### src/rtl/hs4_node.sv
module hs4_node #(
  parameter int AW = 8,
  parameter int DW = 16,
  parameter int WORDS = 4,
  parameter int SETTLE = 2,
  parameter logic [AW-1:0] BASE = 8'h40
) (
  input  logic          clk,
  input  logic          rst_n,
  input  logic          cmd_go,
  input  logic          cmd_we,
  input  logic [AW-1:0] cmd_addr,
  input  logic [DW-1:0] cmd_wdata,
  output logic          cmd_idle,
  output logic          cmd_done,
  output logic [DW-1:0] cmd_rdata,
  output logic          m_req,
  output logic          m_we,
  output logic [AW-1:0] m_addr,
  output logic [DW-1:0] m_wdata,
  input  logic          m_ack,
  input  logic [DW-1:0] m_rdata,
  input  logic          s_req,
  input  logic          s_we,
  input  logic [AW-1:0] s_addr,
  input  logic [DW-1:0] s_wdata,
  output logic          s_ack,
  output logic [DW-1:0] s_rdata
);
  localparam int LW = $clog2(WORDS);
  localparam int CW = $clog2(SETTLE + 1);

  typedef enum logic [1:0] {M_IDLE, M_SETTLE, M_HOLD, M_REL} mst_t;
  mst_t mst;
  logic [CW-1:0] settle_cnt;
  logic [1:0] ack_sync, req_sync;
  logic ack_s, req_s;
  logic [DW-1:0] mem [WORDS];
  logic s_hit;

  assign ack_s    = ack_sync[1];
  assign req_s    = req_sync[1];
  assign cmd_idle = (mst == M_IDLE);
  assign s_hit    = (s_addr[AW-1:LW] == BASE[AW-1:LW]);

  always_ff @(posedge clk or negedge rst_n) begin
    if (!rst_n) begin
      ack_sync <= '0;
      req_sync <= '0;
    end else begin
      ack_sync <= {ack_sync[0], m_ack};
      req_sync <= {req_sync[0], s_req};
    end
  end

  always_ff @(posedge clk or negedge rst_n) begin
    if (!rst_n) begin
      mst        <= M_IDLE;
      settle_cnt <= '0;
      m_req      <= 1'b0;
      m_we       <= 1'b0;
      m_addr     <= '0;
      m_wdata    <= '0;
      cmd_done   <= 1'b0;
      cmd_rdata  <= '0;
    end else begin
      cmd_done <= 1'b0;
      case (mst)
        M_IDLE: if (cmd_go) begin
          m_we       <= cmd_we;
          m_addr     <= cmd_addr;
          m_wdata    <= cmd_wdata;
          settle_cnt <= '0;
          mst        <= M_SETTLE;
        end
        M_SETTLE: begin
          if (settle_cnt == CW'(SETTLE - 1)) begin
            m_req <= 1'b1;
            mst   <= M_HOLD;
          end else begin
            settle_cnt <= settle_cnt + 1'b1;
          end
        end
        M_HOLD: if (ack_s) begin
          m_req <= 1'b0;
          if (!m_we) cmd_rdata <= m_rdata;
          mst <= M_REL;
        end
        M_REL: if (!ack_s) begin
          cmd_done <= 1'b1;
          mst      <= M_IDLE;
        end
        default: mst <= M_IDLE;
      endcase
    end
  end

  always_ff @(posedge clk or negedge rst_n) begin
    if (!rst_n) begin
      s_ack   <= 1'b0;
      s_rdata <= '0;
      for (int i = 0; i < WORDS; i++) mem[i] <= '0;
    end else if (!s_ack) begin
      if (req_s && s_hit) begin
        if (s_we) mem[s_addr[LW-1:0]] <= s_wdata;
        else      s_rdata <= mem[s_addr[LW-1:0]];
        s_ack <= 1'b1;
      end
    end else if (!req_s) begin
      s_ack <= 1'b0;
    end
  end


  req_drop_after_ack_chk: assert property (@(posedge clk) disable iff (!rst_n)
    $fell(m_req) |-> $past(ack_s));

  ack_drop_after_req_chk: assert property (@(posedge clk) disable iff (!rst_n)
    $fell(s_ack) |-> !$past(req_s));

  no_ack_on_miss_chk: assert property (@(posedge clk) disable iff (!rst_n)
    $rose(s_ack) |-> $past(s_hit) && $past(req_s));

  bus_stable_chk: assert property (@(posedge clk) disable iff (!rst_n)
    m_req && $past(m_req) |-> $stable(m_addr) && $stable(m_we) && $stable(m_wdata));

  settle_addr_chk: assert property (@(posedge clk) disable iff (!rst_n)
    $rose(m_req) |-> $stable(m_addr) && $stable(m_we));

  rdata_hold_chk: assert property (@(posedge clk) disable iff (!rst_n)
    s_ack && $past(s_ack) |-> $stable(s_rdata));

  done_pulse_chk: assert property (@(posedge clk) disable iff (!rst_n)
    cmd_done |=> !cmd_done);
endmodule

### config.mk
export PLATFORM = sky130hd
export DESIGN_NAME = hs4_node
export DESIGN_NICKNAME = d
export VERILOG_FILES = /design/src/rtl/hs4_node.sv
export SDC_FILE = /design/constraint.sdc
export NUM_CORES = 1
export LEC_CHECK = 0
export ABC_AREA = 1
export CAP_MARGIN = 20
export CORE_ASPECT_RATIO = 1.4
export CORE_MARGIN = 2
export CORE_UTILIZATION = 49
export CTS_CLUSTER_DIAMETER = 150
export DETAILED_ROUTE_END_ITERATION = 8
export DONT_BUFFER_PORTS = 1
export PLACE_DENSITY = 0.66
export SLEW_MARGIN = 15
export SYNTH_ARGS = -nofsm -noshare
export SYNTH_HDL_FRONTEND = slang
export SYNTH_SLANG_ARGS = --single-unit
### constraint.sdc
create_clock -name clk -period 1.8 [get_ports clk]
set_clock_uncertainty 0.1 [all_clocks]
set_input_delay 0.09 -clock clk [delete_from_list [all_inputs] [get_ports clk]]
set_output_delay 0.09 -clock clk [all_outputs]
set_load 0.03 [all_outputs]
==> results.sh, run 1 <==
export IMPL_switchingPower_w=0.00344
export IMPL_cp_cell_sequence="dlygate4sd3_1, nor2_8, nand4_4, nand2_1, nand2_1"
export IMPL_synth_area_leaders="dfrtp_1, nand2_1, nand4_1"
export IMPL_area_growth_pct=24.9
export IMPL_drtIter0Drc=280
export IMPL_fin_crit_ns=1.69
export IMPL_htree_levels=4
export IMPL_drt_total_wl_mm=14.1
export IMPL_multi_input_area_um2=2400
export IMPL_async_flop_share_pct=100
export IMPL_worst_pin_slew_ns=0.882
export IMPL_switching_share_pct=33.2
export IMPL_worstSetupPathType="in2reg"
export IMPL_cp_common_cell="nand2_1"
export IMPL_core_area_um2=11900
export IMPL_cellLeakagePower_nw=3.85
export IMPL_cp_slowest_cell="dlygate4sd3_1"
export IMPL_critPathBufInv=1
export IMPL_overflow=0
export IMPL_post_cts_buffers=0
export IMPL_power_total_w=0.0104
export IMPL_drt_first_pass_iters=5
export IMPL_critPathMaxStageDelay_ns=0.86
export IMPL_yosysUniqueCellTypes=21
export IMPL_finalSetupTns_ns=0
export IMPL_share_comb_of_total_power_pct=14.4
export IMPL_rsz0062_at_grt="false"
export IMPL_dieHeight_um=135
export IMPL_nets=808
export IMPL_vias_per_cell=5.42
export IMPL_setup_violations_final=0
export IMPL_drive_above_1_share_pct=11.8
export IMPL_root_buffer="clkbuf_16"
export IMPL_syn_area_um2=5970
export IMPL_power_density_nw_per_um2=1390
export IMPL_synthFlopType="dfrtp_1"
export IMPL_cp_start_kind="input pin"
export IMPL_violations="negative hold slack"
export IMPL_drv_cap=0
export IMPL_seq_area_frac_synth_pct=55.3
export IMPL_synth_cells=670
export IMPL_die_x_um=97.3
export IMPL_tritoncts="yes"
export IMPL_synth_most_common_cell="nand2_1"
export IMPL_p_seq_share_pct=47.5
export IMPL_diodes=0
export IMPL_dr_total_vias=4831
export IMPL_num_rows=47
export IMPL_netlist_area_leader_share_pct=55.3
export IMPL_io_buffers=0
export IMPL_grt_pass1_vias=4812
export IMPL_hold_buffers=69
export IMPL_synth_nets=747
export IMPL_internal_power_w=0.00691
export IMPL_synth_seq_cells=132
export IMPL_grt_util_all_layers_pct=22.2
export IMPL_insertion_delay_ns=0.41
export IMPL_crit_path_end_kind="register"
export IMPL_regArea_um2=3300
export IMPL_grt_pass1_wl_mm=23.5
export IMPL_slew_headroom_pct=41.0
export IMPL_holdWs_ns=-0.726
export IMPL_clkSinkCount=132
export IMPL_crit_family="simple AND/OR/NAND/NOR gates"
export IMPL_max_freq_mhz=592
export IMPL_start_util_pct=50.3
export IMPL_gp_congestion=0.796
export IMPL_clk_path_buf_depth=2
export IMPL_cts_resized=0
export IMPL_yosys_warnings=0
export IMPL_wire_per_inst_um=15.9
export IMPL_fin_util_pct=62.8
export IMPL_netlist_top_cells_count="nand2_1, dfrtp_1, nand4_1"
export IMPL_worstPathRequired_ns=2.00
export IMPL_hold_viol=132
export IMPL_io_pins=132
export IMPL_status="finished, violations left"
export IMPL_hpwl_mm=8.70
export IMPL_synth_area_leader_cell="dfrtp_1"
export IMPL_synth_edff_count=0
export IMPL_drv_slew=0
export IMPL_antenna_found_initial=0
export IMPL_arrival_ns=1.89
export IMPL_path_clk_slew_ns=0.06
export IMPL_fin_crit_sh_pct=93.8
export IMPL_worst_path_max_fanout=18
export IMPL_syn_avg_cell_area_um2=8.92
export IMPL_cts_buffers=17
export IMPL_fillers=948
export IMPL_clockPowerShare_pct=38.1
export IMPL_hp_class="in2async"
export IMPL_drtAntennaViolNets=0
export IMPL_die_area_um2=13100
export IMPL_drc=0
export IMPL_ir_drop_uv=638
export IMPL_grt_start_max_net_pins=133
-- flip-flops by register name, summed over array words and instances, names as in the netlist --
name        cells
cmd_rdata      16
m_addr          8
m_wdata        16
mem            64
req_sync        2
settle_cnt      2
m_req           1
ack_sync        2
cmd_done        1
s_rdata        16
m_we            1
mst             2
s_ack           1
-- power by group through the flow --
stage / logic (W) / clock network, W / registers (W)
after floorplan: 0.00108 / 0 / 0.00485
after global placement: 0.00124 / 0 / 0.00495
after detailed placement: 0.00132 / 0 / 0.00497
after CTS: 0.00148 / 0.00401 / 0.00491
after global routing: 0.00168 / 0.00413 / 0.00498
final: 0.00149 / 0.00394 / 0.00492
-- cell families after synthesis --
| kind of cell | share of synthesized area (%) |
|---|---|
| buffers and inverters | 4.67 |
| and+or+nand+nor | 33.2 |
| adders and majority gates | 1.26 |
| AOI/OAI and AO/OA | 0.880 |
| muxes | 4.71 |
| DFF | 55.3 |
-- cells in the final DEF, fill, tap and decap left out, types with 5 or more instances in the layout --
master / netlist / routed
o21ai_0: 9 / 9
bufinv_16: 0 / 6
inv_1: 14 / 14
buf_4: 1 / 9
nand3_1: 33 / 33
ha_1: 6 / 6
nand2_1: 323 / 322
dfrtp_1: 132 / 132
clkbuf_16: 0 / 17
mux2_2: 25 / 25
nor2_1: 5 / 5
nand4_1: 64 / 64
nor2_4: 5 / 6
dlygate4sd3_1: 0 / 69
-- area by class of cell --
cell class,instances,area share [%]
inverters,19,0.973
clock inverters,12,3.04
flip-flops and latches,132,44.3
repair buffers,81,11.0
multi-input cells,480,32.2
clock buffers,20,6.12
well taps,147,2.47
-- layer usage --
layer  track usage (%)  part of all wire [%]  vias to the layer above
met3              6.31                   6.8                        4
met2              37.3                    51                      178
met5                 0                     0                        -
met4              7.33                  0.46                        0
li1                  -                     -                     2321
met1              28.0                    42                     2328
-- stage by stage --
step	setup WS [ns]	hold WS [ns]	instance area (um2)	instances
after detailed placement	0.212	-0.302	6090	790
after CTS	0.106	-0.746	7460	891
after global routing	0.0276	-0.751	7460	891
after floorplan	0.0565	-0.306	5980	670
final	0.112	-0.726	7460	891
after global placement	0.279	-0.303	6090	790
-- worst reg2reg max path: cells and delay by family (launching register included) --
| kind | cells | cell delay, ns |
|---|---|---|
| AND/OR/NAND/NOR | 1 | 0.10 |
| buffers and inverters | 2 | 0.28 |
| multiplexers | 1 | 0.38 |
| adder cells (fa/ha/maj) | 1 | 0.26 |
| flip-flops | 1 | 0.38 |
-- final timing paths --
kind,start,end,slack [ns],cells past startpoint
worst max-delay path,s_addr[0],mem[26]$_DFFE_PN0P_,0.11,5
worst min-delay path,rst_n,cmd_rdata[10]$_DFFE_PN0P_,-0.73,0
worst max register to register,mst[0]$_DFFE_PN0P_,m_wdata[12]$_DFFE_PN0P_,0.19,5
worst min register to register,req_sync[0]$_DFF_PN0_,req_sync[1]$_DFF_PN0_,0.25,0
max in group asynchronous,rst_n,mem[40]$_DFFE_PN0P_,2.18,0
min in group clk,s_addr[4],s_rdata[15]$_DFFE_PN0P_,0.01,6
Power figures use the tool's default switching activity.
==> inputs of run 2 (changes only) <==
- CORE_UTILIZATION: 49 -> 55
- HOLD_SLACK_MARGIN: not set -> 0.03
- PLACE_DENSITY: 0.66 -> 0.72
==> run 2 against run 1 <==
Effect of this change:
- the run still ends with negative hold slack left
- combinational power about the same
- final cell count down 0.34%
- highest routed layer unchanged
- critical path depth up 3
- via count up 2.6%
- first-iteration DRC count up 8.2%
- wire length up 2.7%
- core utilization up 6.9 points
- sequential cell count unchanged
==> results.sh, run 2 (synthesized netlist as in run 1, its figures left out) <==
export IMPL_worstRegToRegCells=6
export IMPL_fin_crit_sh_pct=95.4
export IMPL_regMostFlops="mem"
export IMPL_start_util_pct=55.8
export IMPL_slew_headroom_pct=37.7
export IMPL_drtIter0Drc=303
export IMPL_worstSetupPathType="in2reg"
export IMPL_status="finished, violations left"
export IMPL_placed_cell_area_um2=6060
export IMPL_fin_crit_ns=1.72
export IMPL_worst_path_max_fanout=3
export IMPL_clkSinkCount=132
export IMPL_wire_per_inst_um=16.3
export IMPL_io_buffers=0
export IMPL_tritoncts="yes"
export IMPL_num_rows=45
export IMPL_diodes=0
export IMPL_finalSetupTns_ns=0
export IMPL_grt_pass1_vias=4847
export IMPL_rr_endpoint="s_rdata[15]$_DFFE_PN0P_"
export IMPL_drv_cap=0
export IMPL_hp_class="in2async"
export IMPL_dieHeight_um=127
export IMPL_final_common_cell="nand2_1"
export IMPL_vias_per_cell=5.58
export IMPL_post_cts_buffers=0
export IMPL_drv_slew=0
export IMPL_clk_path_buf_depth=2
export IMPL_cellLeakagePower_nw=3.85
export IMPL_drt_first_pass_iters=5
export IMPL_drt_total_wl_mm=14.5
export IMPL_r2r_slack_ns=0.10
export IMPL_hold_buffers=74
export IMPL_grt_util_all_layers_pct=25.6
export IMPL_die_area_um2=11700
export IMPL_nets=811
export IMPL_max_freq_mhz=583
export IMPL_holdWs_ns=-0.721
export IMPL_root_buffer="clkbuf_16"
export IMPL_insertion_delay_ns=0.41
export IMPL_crit_path_end_kind="register"
export IMPL_post_place_cells=782
export IMPL_grt_pass1_wl_mm=23.9
export IMPL_final_cell_area_um2=7460
export IMPL_power_density_nw_per_um2=1360
export IMPL_drive_above_1_share_pct=11.6
export IMPL_worstPathRequired_ns=1.99
export IMPL_power_total_w=0.0101
export IMPL_violations="negative hold slack"
export IMPL_drtAntennaViolNets=0
export IMPL_grt_start_max_net_pins=133
export IMPL_io_pins=132
export IMPL_largest_register_ffs=64
export IMPL_drc=0
export IMPL_cp_start_kind="input pin"
export IMPL_overflow=0
export IMPL_fin_cells=888
export IMPL_die_x_um=92.1
export IMPL_arrival_ns=1.91
export IMPL_regToRegStartpoint="req_sync[1]$_DFF_PN0_"
export IMPL_rsz0062_at_grt="false"
export IMPL_mostFrequentLayoutCells="nand2_1, dfrtp_1, dlygate4sd3_1"
export IMPL_cts_buffers=17
export IMPL_htree_levels=4
export IMPL_path_clk_slew_ns=0.05
export IMPL_setup_violations_final=0
export IMPL_hold_viol=132
export IMPL_gp_congestion=0.811
export IMPL_antenna_found_initial=0
export IMPL_core_area_um2=10700
export IMPL_worst_pin_slew_ns=0.935
export IMPL_hpwl_mm=8.44
export IMPL_dr_total_vias=4955
export IMPL_area_growth_pct=24.8
export IMPL_ir_drop_uv=674
-- run 2: report_power, final --
group	switching [W]	internal [W]
Sequential	0.00137	0.00354
Combinational	0.000814	0.000708
Clock	0.00124	0.00248
-- run 2: final cells by class --
| cell class | instances | area [um2] |
|---|---|---|
| fillers | 772 | 3240 |
| inverters | 19 | 72.6 |
| flip-flops and latches | 132 | 3300 |
| multi-input cells | 480 | 2400 |
| clock inverters | 14 | 209 |
| well taps | 141 | 176 |
| repair buffers | 84 | 856 |
| clock buffers | 18 | 439 |
-- run 2: repair_timing --
action,4_1_cts,5_1_grt
gates resized for setup,0,1
endpoints found under the setup margin,0,2
hold endpoints to repair,259,132
-- run 2: how the worst max path moves through the flow --
stage | from | endpoint | slack, ns | depth (start not counted)
finish | s_addr[4] | s_rdata[15]$_DFFE_PN0P_ | 0.08 | 8
global route | req_sync[1]$_DFF_PN0_ | s_rdata[0]$_DFFE_PN0P_ | 0.02 | 6
CTS | s_addr[0] | mem[28]$_DFFE_PN0P_ | 0.07 | 5
detailed placement | mst[0]$_DFFE_PN0P_ | m_wdata[7]$_DFFE_PN0P_ | 0.22 | 5
global placement | mst[0]$_DFFE_PN0P_ | m_addr[0]$_DFFE_PN0P_ | 0.28 | 5
floorplan | mst[0]$_DFFE_PN0P_ | m_addr[0]$_DFFE_PN0P_ | 0.06 | 5
-- run 2: layer usage --
metal / track usage (%) / share of wire [%] / wire length (um)
met5: 0 / 0 / 0
met4: 10.4 / 2.0 / 284
met3: 6.37 / 7.8 / 1130
met2: 43.5 / 52 / 7500
met1: 31.5 / 39 / 5610
-- run 2: stage by stage --
step | worst slack (ns) | utilization (%)
4_1_cts | 0.0680 | 69.7
5_1_grt | 0.0238 | 69.7
3_5_place_dp | 0.217 | 56.7
6_report | 0.0834 | 69.7
3_3_place_gp | 0.282 | 56.7
2_1_floorplan | 0.0565 | -
-- run 2: worst max-delay path: stages --
cell and delay, ns:
dlygate4sd3_1 0.59, nor2_1 0.15, nand2_1 0.11, nor2_4 0.14, nand2_2 0.09, dlygate4sd3_1 0.60
nand2_1 0.08, nand2_1 0.05
==> inputs of run 3 (changes only) <==
- PLACE_DENSITY: 0.72 -> 0.8
==> run 3 against run 2 <==
Effect of this change:
- the run still ends with negative hold slack left
- die area is the same
- sequential cell count is the same
- final cell count shrank 0.11%
- sequential share of layout area grew 0.61 points
- non-clock buffer count grew 3
- via count grew 1.2%
- first-iteration DRC count grew 22%
- critical path type is now reg2reg
- largest power group unchanged
==> results.sh, run 3 (synthesized netlist as in run 1, its figures left out) <==
export IMPL_nets=814
export IMPL_start_util_pct=55.8
export IMPL_setup_violations_final=0
export IMPL_drc=0
export IMPL_arrival_ns=1.90
export IMPL_overflow=0
export IMPL_mostFrequentLayoutCells="nand2_1, dfrtp_1, dlygate4sd3_1"
export IMPL_fin_crit_ns=1.71
export IMPL_area_growth_pct=23.1
export IMPL_critPathMaxStageDelay_ns=0.39
export IMPL_hpwl_mm=8.64
export IMPL_gp_congestion=0.789
export IMPL_insertion_delay_ns=0.41
export IMPL_status="finished, violations left"
export IMPL_rsz0062_at_grt="false"
export IMPL_dieHeight_um=127
export IMPL_drt_total_wl_mm=14.9
export IMPL_cp_cell_sequence="inv_1, ha_1, nand2_2, buf_12, mux2_2"
export IMPL_root_buffer="clkbuf_16"
export IMPL_holdWs_ns=-0.721
export IMPL_crit_family="flip-flops"
export IMPL_grt_pass1_wl_mm=24.7
export IMPL_crit_path_end_kind="register"
export IMPL_regMostFlops="mem"
export IMPL_io_buffers=0
export IMPL_antenna_found_initial=0
export IMPL_grt_start_max_net_pins=133
export IMPL_fin_crit_sh_pct=95.1
export IMPL_cts_buffers=17
export IMPL_ir_drop_uv=706
export IMPL_critPathBufInv=2
export IMPL_placed_cell_area_um2=6080
export IMPL_htree_levels=4
export IMPL_worst_path_max_fanout=19
export IMPL_drv_cap=0
export IMPL_path_clk_slew_ns=0.05
export IMPL_clk_path_buf_depth=2
export IMPL_diodes=0
export IMPL_io_pins=132
export IMPL_vias_per_cell=5.65
export IMPL_grt_pass1_vias=5047
export IMPL_tritoncts="yes"
export IMPL_violations="negative hold slack"
export IMPL_cp_slowest_cell="dfrtp_1"
export IMPL_wire_per_inst_um=16.8
export IMPL_r2r_slack_ns=0.09
export IMPL_worstSetupPathType="reg2reg"
export IMPL_core_area_um2=10700
export IMPL_cp_start_kind="register"
export IMPL_final_common_cell="nand2_1"
export IMPL_worst_pin_slew_ns=0.754
export IMPL_largest_register_ffs=64
export IMPL_final_cell_area_um2=7350
export IMPL_drive_above_1_share_pct=11.1
export IMPL_post_cts_buffers=0
export IMPL_num_rows=45
export IMPL_finalSetupTns_ns=0
export IMPL_worstPathRequired_ns=1.98
export IMPL_grt_util_all_layers_pct=26.6
export IMPL_hold_viol=132
export IMPL_hp_class="in2async"
export IMPL_die_area_um2=11700
export IMPL_hold_buffers=75
export IMPL_drv_slew=0
export IMPL_max_freq_mhz=584
export IMPL_drt_first_pass_iters=6
export IMPL_drtAntennaViolNets=0
export IMPL_power_density_nw_per_um2=1300
export IMPL_die_x_um=92.1
export IMPL_slew_headroom_pct=49.6
export IMPL_clkSinkCount=132
export IMPL_dr_total_vias=5014
export IMPL_cellLeakagePower_nw=3.81
export IMPL_drtIter0Drc=369
-- run 3: cell types whose count changed in the layout (fill, tap and decap cells not counted), sizes merged --
| cell | change |
|---|---|
| bufinv | -4 |
| clkbuf | +4 |
| clkinvlp | -3 |
| buf | +2 |
| dlygate4sd3 | +2 |
| clkinv | -1 |
| dlymetal6s4s | -1 |
-- run 3: path summary, 6_finish.rpt --
check                                            to                  start  cells past startpoint
min in group clk                mem[49]$_DFFE_PN0P_              s_addr[0]                      4
min                        cmd_rdata[8]$_DFFE_PN0P_                  rst_n                      0
max in group asynchronous       mem[57]$_DFFE_PN0P_                  rst_n                      0
max reg2reg                 m_wdata[15]$_DFFE_PN0P_     mst[0]$_DFFE_PN0P_                      5
min reg2reg                   ack_sync[1]$_DFF_PN0_  ack_sync[0]$_DFF_PN0_                      0
max                         m_wdata[15]$_DFFE_PN0P_     mst[0]$_DFFE_PN0P_                      5
-- run 3: where the power goes --
part	internal (W)	switching (W)	leakage (nW)
registers	0.00354	0.00138	1.74
clock network	0.00193	0.00115	0.257
logic	0.000718	0.000823	1.81
-- run 3: what timing repair did --
item,4_1_cts,5_1_grt
endpoints found under the hold margin,260,132
endpoints found under the setup margin,0,1
gates resized for setup,0,1
-- run 3: through the flow --
step | cells | total power (W) | utilization [%] | worst slack (ns) | hold slack, ns
after detailed placement | 784 | 0.00630 | 56.8 | 0.125 | -0.303
final | 887 | 0.00954 | 68.7 | 0.0880 | -0.721
after floorplan | 670 | 0.00592 | - | 0.0565 | -0.306
after global routing | 887 | 0.00997 | 68.7 | 0.0233 | -0.740
after CTS | 887 | 0.00955 | 68.7 | 0.114 | -0.736
after global placement | 784 | 0.00617 | 56.8 | 0.228 | -0.303
-- run 3: layout make-up --
cell class	count	area, um2
clock inverters	6	57.6
well taps	141	176
inverters	19	72.6
flip-flops and latches	132	3300
multi-input cells	480	2400
repair buffers	87	878
clock buffers	22	464
fillers	767	3340
-- run 3: layer usage --
| metal | GRT usage [%] | vias to the layer above | part of all wire, % |
|---|---|---|---|
| li1 | - | 2322 | - |
| met1 | 31.7 | 2388 | 37 |
| met2 | 44.5 | 260 | 52 |
| met3 | 6.54 | 44 | 8.4 |
| met4 | 14.4 | 0 | 3.2 |
| met5 | 0 | - | 0 |
